### config.mk
export PLATFORM = sky130hd
export DESIGN_NAME = bcd_digit_shifter
export DESIGN_NICKNAME = d
export VERILOG_FILES = /design/src/rtl/bcd_shift_pkg.sv /design/src/rtl/bcd_lane_shift.sv /design/src/rtl/bcd_seq_ctrl.sv /design/src/rtl/bcd_digit_shifter.sv
export SDC_FILE = /design/constraint.sdc
export NUM_CORES = 1
export LEC_CHECK = 0
export CAP_MARGIN = 5
export CELL_PAD_IN_SITES_DETAIL_PLACEMENT = 0
export CELL_PAD_IN_SITES_GLOBAL_PLACEMENT = 1
export CORE_AREA = 5 5 123 212
export DETAILED_ROUTE_END_ITERATION = 10
export DIE_AREA = 0 0 128 217
export HOLD_SLACK_MARGIN = 0.12
export PLACE_DENSITY_LB_ADDON = 0.25
export SYNTH_ARGS = -nofsm -noshare
export SYNTH_HDL_FRONTEND = slang
export SYNTH_HIERARCHICAL = 1
export SYNTH_SLANG_ARGS = --single-unit
### constraint.sdc
create_clock -name clk -period 3.5 [get_ports clk]
set_clock_uncertainty 0.15 [all_clocks]
set_input_delay 0.525 -clock clk [delete_from_list [all_inputs] [get_ports clk]]
set_output_delay 0.525 -clock clk [all_outputs]
set_load 0.01 [all_outputs]
### src/rtl/bcd_shift_pkg.sv
package bcd_shift_pkg;

  typedef enum logic [2:0] {
    OP_LOAD = 3'd0,
    OP_RSX  = 3'd1,
    OP_RSY  = 3'd2,
    OP_LSY  = 3'd3,
    OP_R1X  = 3'd4,
    OP_NORM = 3'd5
  } op_e;

  typedef enum logic [1:0] {
    S_IDLE,
    S_RUN,
    S_FIN
  } seq_state_e;

  function automatic logic op_known(input logic [2:0] code);
    return code <= 3'd5;
  endfunction

  function automatic logic op_counted(input logic [2:0] code);
    return (code == 3'd1) || (code == 3'd2);
  endfunction

endpackage

### src/rtl/bcd_lane_shift.sv
module bcd_lane_shift #(
  parameter int unsigned DIGITS = 12,
  parameter int unsigned DIGW   = 4,
  localparam int unsigned MW    = DIGITS * DIGW
) (
  input  logic [MW-1:0]   m_i,
  input  logic            shl_i,
  input  logic [DIGW-1:0] fill_i,
  output logic [MW-1:0]   m_o,
  output logic [DIGW-1:0] eject_o
);

  function automatic logic [MW-1:0] toward_lsd(input logic [MW-1:0] m, input logic [DIGW-1:0] f);
    return {f, m[MW-1:DIGW]};
  endfunction

  function automatic logic [MW-1:0] toward_msd(input logic [MW-1:0] m, input logic [DIGW-1:0] f);
    return {m[MW-DIGW-1:0], f};
  endfunction

  always_comb begin
    if (shl_i) begin
      m_o     = toward_msd(m_i, fill_i);
      eject_o = m_i[MW-1 -: DIGW];
    end else begin
      m_o     = toward_lsd(m_i, fill_i);
      eject_o = m_i[DIGW-1:0];
    end
  end

endmodule

### src/rtl/bcd_seq_ctrl.sv
module bcd_seq_ctrl
  import bcd_shift_pkg::*;
#(
  parameter int unsigned DIGITS = 12,
  parameter int unsigned CNTW   = 4,
  localparam int unsigned IW    = CNTW + 1
) (
  input  logic            clk,
  input  logic            rst_n,
  input  logic            start_i,
  input  logic [2:0]      op_code_i,
  input  logic [CNTW-1:0] cnt_i,
  input  logic            y_lead_zero_i,
  output logic            busy_o,
  output logic            done_o,
  output logic            load_o,
  output logic            zero_fin_o,
  output logic            step_o,
  output logic            first_o,
  output logic            last_o,
  output logic            norm_stop_o,
  output op_e             op_o,
  output logic [IW-1:0]   idx_o
);

  seq_state_e    state_q;
  op_e           op_q;
  logic [IW-1:0] idx_q;
  logic [IW-1:0] total_q;
  logic          accept;
  logic          running;
  logic          is_norm;

  always_comb begin
    running     = (state_q == S_RUN);
    is_norm     = (op_q == OP_NORM);
    accept      = start_i && !running && op_known(op_code_i);
    load_o      = accept && (op_code_i == 3'd0);
    zero_fin_o  = accept && op_counted(op_code_i) && (cnt_i == '0);
    norm_stop_o = running && is_norm && (!y_lead_zero_i || (idx_q == IW'(DIGITS)));
    step_o      = running && !norm_stop_o;
    first_o     = step_o && (idx_q == '0);
    last_o      = step_o && !is_norm && ((idx_q + IW'(1)) == total_q);
    busy_o      = running;
    done_o      = (state_q == S_FIN);
    op_o        = op_q;
    idx_o       = idx_q;
  end

  always_ff @(posedge clk or negedge rst_n) begin
    if (!rst_n) begin
      state_q <= S_IDLE;
      op_q    <= OP_LOAD;
      idx_q   <= '0;
      total_q <= '0;
    end else if (accept) begin
      op_q    <= op_e'(op_code_i);
      idx_q   <= '0;
      total_q <= op_counted(op_code_i) ? {1'b0, cnt_i} : IW'(1);
      state_q <= (load_o || zero_fin_o) ? S_FIN : S_RUN;
    end else begin
      if (step_o) idx_q <= idx_q + IW'(1);
      unique case (state_q)
        S_RUN:   if (last_o || norm_stop_o) state_q <= S_FIN;
        S_FIN:   state_q <= S_IDLE;
        default: state_q <= S_IDLE;
      endcase
    end
  end


  busy_release_chk: assert property (@(posedge clk) disable iff (!rst_n)
    busy_o |=> (busy_o || done_o));


  undefined_op_chk: assert property (@(posedge clk) disable iff (!rst_n)
    (start_i && !busy_o && !op_known(op_code_i)) |=> (!busy_o && !done_o));

endmodule

### src/rtl/bcd_digit_shifter.sv
module bcd_digit_shifter
  import bcd_shift_pkg::*;
#(
  parameter int unsigned DIGITS = 12,
  parameter int unsigned DIGW   = 4,
  parameter int unsigned WORD   = 16,
  parameter int unsigned CNTW   = 4,
  localparam int unsigned MW    = DIGITS * DIGW,
  localparam int unsigned IW    = CNTW + 1
) (
  input  logic            clk,
  input  logic            rst_n,
  input  logic            start,
  input  logic [2:0]      op_code,
  input  logic [MW-1:0]   ld_x,
  input  logic [MW-1:0]   ld_y,
  input  logic [WORD-1:0] ld_a,
  input  logic [WORD-1:0] ld_b,
  input  logic            ld_carry,
  output logic [MW-1:0]   x_q,
  output logic [MW-1:0]   y_q,
  output logic [WORD-1:0] a_q,
  output logic [WORD-1:0] b_q,
  output logic            carry_q,
  output logic            busy,
  output logic            done
);

  localparam int unsigned NLANE = 2;
  localparam int unsigned LX    = 0;
  localparam int unsigned LY    = 1;

  logic            load_ev, zero_fin_ev, step_ev, first_ev, last_ev, norm_stop_ev;
  op_e             op_run;
  logic [IW-1:0]   step_idx;
  logic [DIGW-1:0] a_dig;

  logic [MW-1:0]   lane_in    [NLANE];
  logic [MW-1:0]   lane_out   [NLANE];
  logic [DIGW-1:0] lane_fill  [NLANE];
  logic [DIGW-1:0] lane_eject [NLANE];
  logic            lane_left  [NLANE];

  function automatic logic [WORD-1:0] spare_word(input logic [DIGW-1:0] d);
    return {{(WORD-DIGW){1'b0}}, d};
  endfunction

  assign a_dig = a_q[DIGW-1:0];

  bcd_seq_ctrl #(.DIGITS(DIGITS), .CNTW(CNTW)) u_ctrl (
    .clk           (clk),
    .rst_n         (rst_n),
    .start_i       (start),
    .op_code_i     (op_code),
    .cnt_i         (b_q[CNTW-1:0]),
    .y_lead_zero_i (y_q[MW-1 -: DIGW] == '0),
    .busy_o        (busy),
    .done_o        (done),
    .load_o        (load_ev),
    .zero_fin_o    (zero_fin_ev),
    .step_o        (step_ev),
    .first_o       (first_ev),
    .last_o        (last_ev),
    .norm_stop_o   (norm_stop_ev),
    .op_o          (op_run),
    .idx_o         (step_idx)
  );

  always_comb begin
    lane_in[LX]   = x_q;
    lane_in[LY]   = y_q;
    lane_left[LX] = 1'b0;
    lane_left[LY] = (op_run == OP_LSY) || (op_run == OP_NORM);
    lane_fill[LX] = (op_run == OP_RSX && first_ev) ? a_dig : '0;
    lane_fill[LY] = ((op_run == OP_LSY) || (op_run == OP_RSY && first_ev)) ? a_dig : '0;
  end

  for (genvar g = 0; g < NLANE; g++) begin : g_lane
    bcd_lane_shift #(.DIGITS(DIGITS), .DIGW(DIGW)) u_lane (
      .m_i     (lane_in[g]),
      .shl_i   (lane_left[g]),
      .fill_i  (lane_fill[g]),
      .m_o     (lane_out[g]),
      .eject_o (lane_eject[g])
    );
  end

  always_ff @(posedge clk or negedge rst_n) begin
    if (!rst_n) begin
      x_q     <= '0;
      y_q     <= '0;
      a_q     <= '0;
      b_q     <= '0;
      carry_q <= 1'b0;
    end else if (load_ev) begin
      x_q     <= ld_x;
      y_q     <= ld_y;
      a_q     <= ld_a;
      b_q     <= ld_b;
      carry_q <= ld_carry;
    end else if (zero_fin_ev) begin
      a_q     <= spare_word(a_dig);
      carry_q <= 1'b0;
    end else if (step_ev) begin
      unique case (op_run)
        OP_RSX: begin
          x_q <= lane_out[LX];
          if (last_ev) begin
            a_q     <= spare_word(lane_eject[LX]);
            carry_q <= 1'b0;
          end
        end
        OP_RSY: begin
          y_q <= lane_out[LY];
          if (last_ev) begin
            a_q     <= spare_word(lane_eject[LY]);
            carry_q <= 1'b0;
          end
        end
        OP_LSY: begin
          y_q     <= lane_out[LY];
          a_q     <= spare_word(lane_eject[LY]);
          carry_q <= 1'b0;
        end
        OP_R1X: begin
          x_q     <= lane_out[LX];
          a_q     <= spare_word(lane_eject[LX]);
          carry_q <= 1'b0;
        end
        OP_NORM: y_q <= lane_out[LY];
        default: ;
      endcase
    end else if (norm_stop_ev) begin
      b_q     <= WORD'(step_idx[CNTW-1:0]);
      carry_q <= (step_idx == IW'(DIGITS));
    end
  end


  rsx_inject_chk: assert property (@(posedge clk) disable iff (!rst_n)
    (step_ev && first_ev && op_run == OP_RSX) |=> (x_q[MW-1 -: DIGW] == $past(a_dig)));


  mid_zero_fill_chk: assert property (@(posedge clk) disable iff (!rst_n)
    (step_ev && !first_ev && op_run == OP_RSY) |=> (y_q[MW-1 -: DIGW] == '0));


  final_clear_chk: assert property (@(posedge clk) disable iff (!rst_n)
    (last_ev && (op_run == OP_RSX || op_run == OP_RSY)) |=> (a_q[WORD-1:DIGW] == '0 && !carry_q));


  zero_count_chk: assert property (@(posedge clk) disable iff (!rst_n)
    zero_fin_ev |=> ($stable(x_q) && $stable(y_q) && a_dig == $past(a_dig) && !carry_q));


  lsy_rotate_chk: assert property (@(posedge clk) disable iff (!rst_n)
    (step_ev && op_run == OP_LSY) |=> ({y_q, a_dig} ==
      {$past(y_q[MW-DIGW-1:0]), $past(a_dig), $past(y_q[MW-1 -: DIGW])}));


  norm_flag_chk: assert property (@(posedge clk) disable iff (!rst_n)
    norm_stop_ev |=> (b_q[WORD-1:CNTW] == '0 && carry_q == (y_q == '0)));


  busy_hold_chk: assert property (@(posedge clk) disable iff (!rst_n)
    (busy && start && op_run != OP_LOAD) |=> (op_run == $past(op_run)));

endmodule

---- Word level (Yosys, flattened, before mapping) ----
Index checks and enable logic that the tools add are counted.
operators by class
  add/sub/neg operators ................... 1
  $lt $le $gt $ge ......................... 1
  eq/ne operators ......................... 20
  muxes and demuxes ....................... 35
  reductions and logical operators ........ 46
operators by type and width
  kind                 number
  $mux 48              9
  $mux 16              9
  $pmux 16 s4          1
  $mux 4               4
  $logic_and 1x1->1    13
  $reduce_and 3->1     4
  $mux 5               2
  $reduce_bool 2->1    5
  $eq 3x2->1 const B   3
  $ne 3x1->1 const B   3
  $logic_not 4->1      2
  $mux 2               4
  $ne 4x1->1 const B   2
  $eq 3x1->1 const B   2
  $eq 3x3->1 const B   2
  $logic_or 1x1->1     6
  $reduce_bool 6->1    1
  $reduce_or 2->1      3
  $add 5x1->5 const B  1
  $eq 5x4->1 const B   1
  $eq 5x5->1           1
  $logic_not 5->1      1
  $mux 1               5
  $ne 5x2->1 const B   1
  other kinds (14)     18
word-level totals
  flip-flop bits (word level) ............. 144
  bits of input ports ..................... 135
  output and inout port bits .............. 131
  logic and storage cells ................. 113

---- Longest topological paths before layout ----
Gate-level depths: netlist (run 1).
  depth in word-level cells ............... 15
  gate-level depth with buffers ........... 13
  depth with buffers taken out ............ 12

---- Modules after synthesis ----
The synthesis (run 1) kept the hierarchy.
modules (own cells, without submodules)
  module             times used  cells an instance  area an instance (um2)  sequential area each (um2)
  bcd_digit_shifter  1           518                6155.9                  3228.1
  bcd_lane_shift     2           58                 884.6                   0.0
  bcd_seq_ctrl       1           75                 815.8                   350.3

---- Worst setup path before layout (run 1) ----
OpenSTA, ideal clock, no wires.
  kind .................................... reg-to-reg
  from .................................... register u_ctrl.idx_q[0], in the netlist u_ctrl/idx_o[0]
  to ...................................... register y_q[46]
  library setup time ...................... 125 ps
  arrival ................................. 2419 ps
  data required time ...................... 3225 ps
  slack ................................... 806 ps
  cell stages (with the launch flop) ...... 14
  path buffers ............................ 1
  clock period less this slack ............ 2694 ps
  cells stage by stage .................... dfrtp_1 > inv_1 > ha_1 > nand4b_1 > a21oi_2 > nand2b_1 > clkbuf_2 > nor4_1 > nor2_1 > nor2_1 > and2_1 > mux2_4 > mux2_2 > mux2_4
RTL lines
  element                   line                      RTL
  start: declaration        bcd_seq_ctrl.sv:28        logic [IW-1:0] idx_q;
  start signal: assignment  bcd_seq_ctrl.sv:62        if (step_o) idx_q <= idx_q + IW'(1);
  end signal: assignment    bcd_digit_shifter.sv:97   y_q <= ld_y;
  end signal: assignment    bcd_digit_shifter.sv:114  y_q <= lane_out[LY];
  end signal: assignment    bcd_digit_shifter.sv:121  y_q <= lane_out[LY];
  end: declaration          bcd_digit_shifter.sv:21   output logic [MW-1:0] y_q,

==> flow_summary_export.csv, run 1 <==
group,metric,value,unit
status,status,"finished, final reports clean",
placement,placement.io_buffers,265,
clock_tree,hold_buffers,1,
synth,synth.yosys.warnings,6,
global_route,grt_pass1_wl,40500,µm
sta,fin_crit_sh,87.0,%
worst_setup_path,worst_path_max_delay_cell,"sky130_fd_sc_hd__dfrtp_1",
worst_setup_path,critical_path.cell_chain,"nor4_1, buf_4, a21oi_2, nand2b_1, nor4_1, nor4bb_1, buf_4, and2_1, mux2_2, mux2i_1, o21ai_0",
worst_setup_path,worst_setup_path_end_kind,"flip-flop",
synth,async_reset_ff_share,100,%
worst_setup_path,timing_worst_setup_path_type,"flip-flop to flip-flop",
sta,final.min_clock_period,3.04,ns
layout,syn2layout_area_growth,40.0,%
synth,synthesis.area_per_instance,12.3,µm²
power,leakagePower,0.00523,µW
route,route.vias.total,6345,
synth,synth.distinct_cells,53,
floorplan,rows,75,
sta,setup_ws,0.455,ns
layout,layout_common_cells,"sky130_fd_sc_hd__clkdlybuf4s50_1, sky130_fd_sc_hd__dfrtp_1, sky130_fd_sc_hd__mux2_4",
route,dr.pass1.iters,4,
sta,peak_freq,0.328,GHz
worst_setup_path,reg2reg_setup_slack,0.46,ns
clock_tree,tritoncts,"yes",
worst_setup_path,data_required_time_of_the_worst_path,3.69,ns
clock_tree,clk_latency_worst_skew_pair,0.43,ns
placement,finalWeightedCongestion,0.790,
synth,synth_area,0.00874,mm²
sta,setup_viol,0,
flow_run,maxCapViolations,0,
sta,worst_case_hold_slack,0.346,ns
worst_setup_path,critical_path_arrival,3.24,ns
synth,seq_area_frac_synth,40.9,%
worst_setup_path,worstSetupStartpointType,"flip-flop",
route,drtIter0Drc,314,
clock_tree,ctsLongestPathBuffers,2,
layout,layout_commonest_cell,"sky130_fd_sc_hd__clkdlybuf4s50_1",
sta,worst_slew_slack_as_a_fraction_of_its_limit,46.1,%
clock_tree,cts_repair_resized_insts,0,
sta,rsz0062_at_grt,"no",
global_route,grt-ovfl-total,0,
floorplan,die-area,0.0278,mm²
synth,synth_edf_count,0,
synth,post_synth_inst_count,709,
layout,drive_above_1_share,29.1,%
synth,ys_ff_latch,143,
sta,max_slew_violation_total_from_the_final_report,0,
worst_setup_path,origin_of_the_worst_setup_path,"y_q[45]",
worst_setup_path,cpPeakStageDelay,0.45,ns
hold_path,hold-path-endpoint,"a_q[15]",
power,power.density,794,mW/mm²
clock_tree,clk_root_buffer_cell,"sky130_fd_sc_hd__clkbuf_16",
global_route,antenna_found_initial,1,
sta,hold_viol,0,
floorplan,die_w,128,µm
layout,finish.net_count,1107,
floorplan,fp.dieH,217,µm
clock_tree,tritoncts.num_buffers,17,
global_route,grt_pass1_vias,6713,
synth,mappedNetlistNets,846,
global_route,grt.total_usage,18.8,%
synth,dominantRegCellSynth,"sky130_fd_sc_hd__dfrtp_1",
placement,dpl_worst_slack,0.382,ns
route,detail-route-antenna-nets,0,
hold_path,hp-class,"flip-flop to flip-flop",
hold_path,timing.hold.worst_path_depth,1,
hold_path,worst_hold_startpoint,"a_q[15]",
sta,totalNegativeSetupSlack,0,ns
floorplan,boundaryPins,266,
clock_tree,clk_transition_reported_paths,0.06,ns
power,worst_ir_drop_vdd,0.421,mV
worst_setup_path,regToRegEndpoint,"x_q[45]",
clock_tree,clock_tree.htree_level_count,4,
clock_tree,post-cts-setup-buffer-count,0,
route,routed_wl,26100,µm
route,wire_per_inst,20.2,µm
sta,timing_worst_slew_pin_value,0.808,ns
worst_setup_path,maximum_net_fanout_on_the_critical_path,8,
floorplan,start_util,36.4,%
route,post_drt_via_cell_ratio,4.91,
clock_tree,numClockSinks,143,
worst_setup_path,worst_r2r_path_depth,11,
floorplan,core,0.0240,mm²
global_route,grt_start_max_net_pins,78,
worst_setup_path,worstReg2RegStart,"y_q[45]",
placement,hpwlAfterDp,19300,µm
route,drc,0,
[layer usage]
metal	wire length [µm]	up-vias	GRT usage [%]	share of wire [%]
met5	0	-	0	0
met4	591	0	6.30	2.3
met3	1780	26	6.01	6.8
met2	13400	188	32.1	51
met1	10400	3064	22.2	40
li1	-	3067	-	-
[metrics by stage]
step           cells  util [%]  instance area [µm²]  total power, µW
6_report        1292      50.9                12200             9720
5_1_grt         1292      50.9                12200            10300
4_1_cts         1291      50.9                12200             9880
3_5_place_dp    1258      48.6                11700             8110
3_3_place_gp    1258      48.6                11700             8060
2_1_floorplan    709         -                 8740             6010
[critical path, delay by kind of cell, from the launching register on]
kind,cells,cell delay [ns]
AND/OR/NAND/NOR,5,1.52
flip-flops,1,0.45
buffers and inverters,2,0.37
AO/OA/AOI/OAI,2,0.24
multiplexers,2,0.24
[synthesized netlist by cell type, types with 2 or more instances]
master,n,area share [%]
sky130_fd_sc_hd__o21ai_1,8,0.46
sky130_fd_sc_hd__o211ai_1,3,0.26
sky130_fd_sc_hd__buf_4,6,0.52
sky130_fd_sc_hd__nor2b_1,2,0.14
sky130_fd_sc_hd__nor4_1,3,0.21
sky130_fd_sc_hd__clkbuf_1,14,0.60
sky130_fd_sc_hd__nand3b_1,2,0.17
sky130_fd_sc_hd__o21ai_0,61,3.5
sky130_fd_sc_hd__xor2_1,2,0.20
sky130_fd_sc_hd__inv_1,7,0.30
sky130_fd_sc_hd__nand3_1,7,0.40
sky130_fd_sc_hd__buf_12,10,2.3
sky130_fd_sc_hd__and2_1,9,0.64
sky130_fd_sc_hd__dfrtp_1,143,41
sky130_fd_sc_hd__ha_1,2,0.29
sky130_fd_sc_hd__nand2b_1,10,0.72
sky130_fd_sc_hd__a22o_2,10,1.1
sky130_fd_sc_hd__nand4b_1,2,0.20
sky130_fd_sc_hd__a21oi_2,2,0.20
sky130_fd_sc_hd__mux2_4,103,18
sky130_fd_sc_hd__o31ai_1,3,0.26
sky130_fd_sc_hd__o311a_1,4,0.46
sky130_fd_sc_hd__mux2_2,100,13
sky130_fd_sc_hd__xnor2_1,7,0.70
sky130_fd_sc_hd__a22o_1,5,0.50
sky130_fd_sc_hd__buf_2,13,0.74
sky130_fd_sc_hd__buf_6,8,1.0
sky130_fd_sc_hd__nand2_1,79,3.4
sky130_fd_sc_hd__nor2_1,4,0.17
sky130_fd_sc_hd__mux2i_1,56,6.4
sky130_fd_sc_hd__o311ai_0,2,0.20
[cell type report]
| type | instances | area [µm²] |
|---|---|---|
| diodes | 1 | 2.50 |
| clock buffers | 20 | 457 |
| clock inverters | 12 | 86.3 |
| fillers | 2227 | 11800 |
| inverters | 8 | 30.0 |
| multi-input cells | 506 | 4700 |
| flip-flops and latches | 143 | 3580 |
| well taps | 308 | 385 |
| repair buffers | 294 | 3000 |
[power by group]
part / internal [µW] / leakage, µW / total [µW] / switching, µW
clock: 944 / 0.000251 / 1690 / 750
sequential: 2290 / 0.00190 / 3040 / 749
combinational: 2990 / 0.00308 / 4980 / 1990
total: 6230 / 0.00523 / 9720 / 3490
[sequential cells by signal (all words and copies together) (netlist names)]
name,flops
x_q,48
b_q,16
a_q,16
u_ctrl/op_o,3
u_ctrl/state_q,2
carry_q,1
u_ctrl/idx_o,5
u_ctrl/total_q,4
y_q,48
[kinds of logic (layout without fill, tap and decap cells)]
logic type / count (synthesis) / count (layout) / share of synthesized area (%)
muxes: 259 / 259 / 37.0
DFF: 143 / 143 / 40.9
and+or+nand+nor: 126 / 126 / 7.04
AOI/OAI and AO/OA: 108 / 108 / 8.09
buffers and inverters: 60 / 334 / 5.58
xor gates and xnor gates: 9 / 9 / 0.902
adders and majority gates: 3 / 3 / 0.415
other: 1 / 2 / 0.0429
[how the worst max path moves through the flow]
stage                     endpoint  slack, ns
after floorplan            y_q[46]       0.81
after CTS                  x_q[45]       0.36
final                      x_q[45]       0.46
after global placement     x_q[46]       0.37
after detailed placement   x_q[45]       0.38
after global routing       x_q[45]       0.14
No activity file was read; power rests on OpenSTA's default activity.
==> run 2: changes to the inputs <==
--- a/constraint.sdc
+++ b/constraint.sdc
@@ -3,3 +3,3 @@
 set_input_delay 0.525 -clock clk [delete_from_list [all_inputs] [get_ports clk]]
 set_output_delay 0.525 -clock clk [all_outputs]
-set_load 0.01 [all_outputs]
+set_load 0.02 [all_outputs]
==> results of run 2 <==
The final DEF is identical to that of run 1. Status: finished, final reports clean.
Among the figures that moved: total power 9720 µW -> 10200 µW; worst IR drop on VDD 0.421 mV -> 0.443 mV
==> run 3: changes to the inputs <==
Settings changed: GPL_TIMING_DRIVEN set to 1.
==> results of run 3 <==
The final DEF is identical to that of run 1. Status: finished, final reports clean.
Among the figures that moved: total power 9720 µW -> 10200 µW; worst IR drop on VDD 0.421 mV -> 0.443 mV
